==> config.mk <==
export PLATFORM = sky130hd
export DESIGN_NAME = frame_class_decoder
export DESIGN_NICKNAME = d
export VERILOG_FILES = /design/src/rtl/fcd_pkg.sv /design/src/rtl/fcd_code_decode.sv /design/src/rtl/fcd_payload_restore.sv /design/src/rtl/fcd_flag_select.sv /design/src/rtl/frame_class_decoder.sv
export SDC_FILE = /design/constraint.sdc
export NUM_CORES = 1
export LEC_CHECK = 0
export ABC_AREA = 1
export ABC_CLOCK_PERIOD_IN_PS = 800
export BUFFER_PORTS_ARGS = -buffer_cell sky130_fd_sc_hd__buf_4
export CAP_MARGIN = 20
export CORE_MARGIN = 5
export CORE_UTILIZATION = 49
export CTS_BUF_LIST = sky130_fd_sc_hd__clkbuf_8 sky130_fd_sc_hd__clkbuf_16
export DETAILED_ROUTE_END_ITERATION = 7
export PLACE_DENSITY = 0.79
export SETUP_SLACK_MARGIN = 0.2
export SYNTH_ARGS = -nofsm -noshare
export SYNTH_HDL_FRONTEND = slang
export SYNTH_SLANG_ARGS = --single-unit
==> constraint.sdc <==
create_clock -name clk -period 0.8 [get_ports clk]
set_input_delay 0.24 -clock clk [delete_from_list [all_inputs] [get_ports clk]]
set_output_delay 0.24 -clock clk [all_outputs]
set_load 0.1 [all_outputs]
==> src/rtl/fcd_pkg.sv <==
package fcd_pkg;

    localparam int CTRL_W = 4;

    typedef enum logic [1:0] {
        FK_FILL = 2'd0,
        FK_DATA = 2'd1,
        FK_CTRL = 2'd2,
        FK_ERR  = 2'd3
    } frame_kind_e;

    typedef struct packed {
        frame_kind_e kind;
        logic        inv;
    } code_info_t;

endpackage

==> src/rtl/fcd_code_decode.sv <==
module fcd_code_decode
    import fcd_pkg::*;
(
    input  logic [CTRL_W-1:0] code,
    output code_info_t        info
);

    always_comb begin
        info.kind = FK_ERR;
        info.inv  = 1'b0;
        unique case (code)
            4'b1101: begin info.kind = FK_DATA; info.inv = 1'b0; end
            4'b0010: begin info.kind = FK_DATA; info.inv = 1'b1; end
            4'b1001: begin info.kind = FK_CTRL; info.inv = 1'b0; end
            4'b0110: begin info.kind = FK_CTRL; info.inv = 1'b1; end
            4'b0101,
            4'b1010: begin info.kind = FK_FILL; info.inv = 1'b0; end
            default: begin info.kind = FK_ERR;  info.inv = 1'b0; end
        endcase
    end

endmodule

==> src/rtl/fcd_payload_restore.sv <==
module fcd_payload_restore #(
    parameter int WIDTH = 20
) (
    input  logic             inv,
    input  logic [WIDTH-1:0] raw,
    output logic [WIDTH-1:0] restored
);

    for (genvar b = 0; b < WIDTH; b++) begin : g_bit
        assign restored[b] = raw[b] ^ inv;
    end

endmodule

==> src/rtl/fcd_flag_select.sv <==
module fcd_flag_select
    import fcd_pkg::*;
(
    input  frame_kind_e kind,
    input  logic        inv,
    input  logic        raw_flag,
    input  logic        restore_en,
    input  logic        dbl_en,
    output logic        flag
);

    logic carries_payload;

    assign carries_payload = (kind == FK_DATA) || (kind == FK_CTRL);

    always_comb begin
        flag = 1'b0;
        if (carries_payload) begin
            if (restore_en) begin
                flag = raw_flag ^ inv;
            end else if (dbl_en) begin
                flag = raw_flag;
            end
        end
    end

endmodule

==> src/rtl/frame_class_decoder.sv <==
module frame_class_decoder
    import fcd_pkg::*;
#(
    parameter int DATA_W = 20
) (
    input  logic              clk,
    input  logic              rst_n,
    input  logic              frm_stb,
    input  logic [3:0]        ctrl_fld,
    input  logic [DATA_W-1:0] data_fld,
    input  logic              flag_restore_en,
    input  logic              dbl_frame_en,
    output logic              ctl_avail_n,
    output logic              dat_avail_n,
    output logic [DATA_W-1:0] data_out,
    output logic              flag_out,
    output logic              code_err
);

    localparam int FLAG_POS = DATA_W - 1;

    typedef struct packed {
        logic              ctl_n;
        logic              dat_n;
        logic              err;
        logic              flag;
        logic [DATA_W-1:0] data;
    } out_state_t;

    localparam out_state_t RESET_STATE = '{
        ctl_n: 1'b1,
        dat_n: 1'b1,
        err:   1'b0,
        flag:  1'b0,
        data:  '0
    };

    code_info_t        info;
    logic [DATA_W-1:0] restored;
    logic              flag_sel;
    out_state_t        st_d, st_q;

    fcd_code_decode u_code (
        .code (ctrl_fld),
        .info (info)
    );

    fcd_payload_restore #(.WIDTH(DATA_W)) u_restore (
        .inv      (info.inv),
        .raw      (data_fld),
        .restored (restored)
    );

    fcd_flag_select u_flag (
        .kind       (info.kind),
        .inv        (info.inv),
        .raw_flag   (data_fld[FLAG_POS]),
        .restore_en (flag_restore_en),
        .dbl_en     (dbl_frame_en),
        .flag       (flag_sel)
    );

    always_comb begin
        st_d = st_q;
        if (frm_stb) begin
            st_d.ctl_n = 1'b1;
            st_d.dat_n = 1'b1;
            st_d.err   = 1'b0;
            st_d.flag  = flag_sel;
            unique case (info.kind)
                FK_DATA: begin
                    st_d.dat_n = 1'b0;
                    st_d.data  = restored;
                end
                FK_CTRL: begin
                    st_d.ctl_n = 1'b0;
                    st_d.data  = restored;
                end
                FK_ERR: begin
                    st_d.err = 1'b1;
                end
                default: begin
                end
            endcase
        end
    end

    always_ff @(posedge clk or negedge rst_n) begin
        if (!rst_n) begin
            st_q <= RESET_STATE;
        end else begin
            st_q <= st_d;
        end
    end

    assign ctl_avail_n = st_q.ctl_n;
    assign dat_avail_n = st_q.dat_n;
    assign code_err    = st_q.err;
    assign flag_out    = st_q.flag;
    assign data_out    = st_q.data;

endmodule

==> impl_results.md <==
* First-pass GRT wire length at 7.83 mm
* Detail-routed via count per cell at 5.57
* Drt drc at 0
* Syn-to-layout area delta at 85.8%
* Die area at 0.00410 mm²
* I/O Pins at 53
* Fillers at 71
* Relative slew slack at 0.786
* Clk_lat worst skew at 0.26 ns
* Least-Margin Pin Slew at 0.321 ns
* Status: complete, but fails checks
* Switching pwr at 3.80 mW
* Fin area at 0.00266 mm²
* CP max FO at 8
* Simple-Gate Fraction of Synth Area at 0.403
* Flop2flop setup slack at -0.06 ns
* Root Driver: clkbuf_8
* Largest net degree at the start of global routing at 25
* Most numerous cell on the critical path: buf_12
* WL/cell at 20.2 µm
* DRT Wirelength at 5.79 mm
* Maximum vdd drop at 3.20 mV
* CP Launch Type: input pin
* Core footprint at 0.00278 mm²
* Avg Inst Size Synth at 7.61 µm²
* Post-Syn Nets at 220
* Worst Hold Slack at -0.151 ns
* Final nets at 288
* Die span in y at 64.0 µm
* CTS buffer count at 3
* GR Util met2 at 0.436
* Hpwl dp at 2.78 mm
* H-tree depth reported by CTS at 1
* # diodes at 0
* Routed Antenna Nets at 0
* Clock power share at 0.100
* Sw frac at 0.508
* Cell count after synthesis at 188
* DRT Pass-1 Iters at 4
* Number of I/O port buffers at 52
* Area of the multi-input gates at 857 µm²
* Pwr/cell area at 2810 mW/mm²
* Cell Count, Final, Fillers Out at 286
* Slew Viols, Final at 0
* Worst-path clk slew at 0.09 ns
* Critical path's largest stage delay at 0.29 ns
* Worst Skew at 0 ns
* Internal at 3.68 mW
* Placed cell count at 276
* Failing checks: hold timing, setup timing
* Share of layout cells above drive strength 1 at 0.627
* RSZ-0062 raised after global routing: true
* Sequential share of power at 0.276
* Required time of the critical path at 1.01 ns
* Register area share after synthesis at 0.421
* Starting DRT DRC Count at 185
* Logic pwr share at 0.624
* CTS tree: done
* Mapped Area at 0.00143 mm²
* Kind of critical path: in -> reg
* DIE WIDTH at 64.0 µm
* CP Launch Point: ctrl_fld[1]
* Post-DP Area at 0.00201 mm²
* CTS max path bufs at 2
* Synth Area in Compound Gates at 0.0192
* Total gr overflow at 0
* Largest family of logic cells by synthesized area: simple AND/OR/NAND/NOR gates
* Mux cell area share after synthesis at 0
* Slowest CP cell: a211oi_4
* GRT met1 Usage at 0.286
* Yosys cell types at 20
* CP Cell Sequence: buf_12, inv_12, nand2_8, a211oi_4, ha_4, nor2_4, buf_12, buf_12, nand3_2, nand2_1
* Synth Area in Adders at 0.0262
* Max cap viols at 0
* Synth Area in XOR/XNOR at 0
* Starting density of the core at 0.515
* Global route hottest layer: met2
* Via count at 1,593
* Initial antenna violation count at 0
* Vias in the first global route at 1,627
* Met3 usage at 0.0368
* Setup-failing EPs final at 48
* Period utilization at 1.70
* FF/Latch Area at 693 µm²
* Sink Count at 24
* R2r startpoint: data_out[3]$_DFFE_PN0P_
* Worst EP arrival at 1.56 ns
* GRT Util Overall at 0.244
* CP Capture Type: flop
* Num rows at 19
* Max Fclk at 737 MHz
* Minimum clock period at 1.36 ns
* FF+latch count, synth at 24
* Pleak at 1.28 nW
* Gp weighted congestion at 0.785
* Synth Warn # at 0
* Final hold vios at 22
* HP Class: in -> async
* Worst setup margin at -0.557 ns
synthesized netlist by cell type:
cell,number,area share
nand2_2,10,0.044
nand2_1,82,0.22
nor2_1,3,0.0079
inv_2,2,0.0052
buf_6,1,0.0079
ha_1,3,0.026
inv_6,1,0.0061
o21ai_0,3,0.010
dfrtp_1,22,0.38
nand3_2,11,0.077
nand3_4,1,0.012
nand3_1,10,0.035
buf_4,5,0.026
nor2_2,1,0.0044
buf_12,1,0.014
a211oi_1,1,0.0052
dfstp_2,2,0.037
a21oi_1,1,0.0035
inv_1,27,0.071
nand2_4,1,0.0079
placed cells by master (no fill, tap or decap), types with 2 or more instances in the layout:
master	count
inv_4	3
nand3_2	16
inv_6	2
nand2_2	21
nand2_1	69
buf_4	38
buf_8	2
nor2_4	3
nand2_4	2
o21ai_2	2
dfstp_4	2
inv_2	4
buf_12	28
dfrtp_4	22
ha_4	3
nand3_4	5
clkbuf_8	3
inv_1	23
metal layers:
layer	part of all wire	up-vias
met5	0	-
met4	0.046	0
met3	0.054	28
met2	0.54	85
met1	0.36	783
li1	-	697
state kept, by name, summed over array words and instances, names as in the netlist:
signal       flops
data_out        20
code_err         1
ctl_avail_n      1
dat_avail_n      1
flag_out         1
stage by stage:
step,TNS (ns),hold slack [ns],power (mW),util,setup slack (ns)
after floorplan,-13.17,-0.0556,4.60,-,-0.549
after global placement,-21.63,0.153,5.34,0.722,-0.840
after detailed placement,-23.43,0.155,5.39,0.722,-0.974
after CTS,-20.01,-0.131,7.23,0.925,-0.518
after global routing,-22.41,-0.134,7.71,0.956,-0.609
final,-20.75,-0.151,7.49,0.956,-0.557
timing repair:
item | 4_1_cts | 5_1_grt
gates resized for setup | 114 | 20
endpoints found under the hold margin | 22 | 22
cloned | 2 | 0
endpoints found under the setup margin | 48 | 48
setup buffers | 4 | 0
pin swaps | 49 | 8
worst paths after layout:
kind	endpoint	cells past startpoint
setup / recovery	data_out[10]$_DFFE_PN0P_	10
setup reg to reg	data_out[3]$_DFFE_PN0P_	3
max in group asynchronous	dat_avail_n$_DFFE_PN1P_	1
hold / removal	data_out[16]$_DFFE_PN0P_	1
min in group clk	code_err$_DFFE_PN0P_	3
hold reg to reg	data_out[4]$_DFFE_PN0P_	2
logic make-up (layout without fill, tap and decap cells):
| logic type | after synthesis | in the layout |
|---|---|---|
| simple gates | 119 | 119 |
| buf+inv | 37 | 104 |
| compound gates | 5 | 5 |
| flops | 24 | 24 |
| fa+ha+maj | 3 | 3 |
cell type report:
class | count | share of cell area
Multi-Input combinational cell | 127 | 0.322
Inverter | 30 | 0.0527
Timing Repair inverter | 2 | 0.00376
Timing Repair Buffer | 68 | 0.329
Clock inverter | 1 | 0.00141
Sequential cell | 24 | 0.261
Tap cell | 31 | 0.0146
Clock buffer | 3 | 0.0155
power by group through the flow:
stage | Combinational [mW] | Clock, mW | Sequential, mW
floorplan | 0.494 | 0 | 4.10
global placement | 3.45 | 0 | 1.89
global route | 4.80 | 0.806 | 2.10
finish | 4.67 | 0.752 | 2.07
CTS | 4.46 | 0.721 | 2.05
detailed placement | 3.49 | 0 | 1.90
worst max-delay path, delay by kind of cell:
kind	cells	cell delay, ns
simple gates	4	0.33
buf+inv	4	0.48
compound gates	1	0.29
fa+ha+maj	1	0.25
Power figures use the tool's default switching activity.
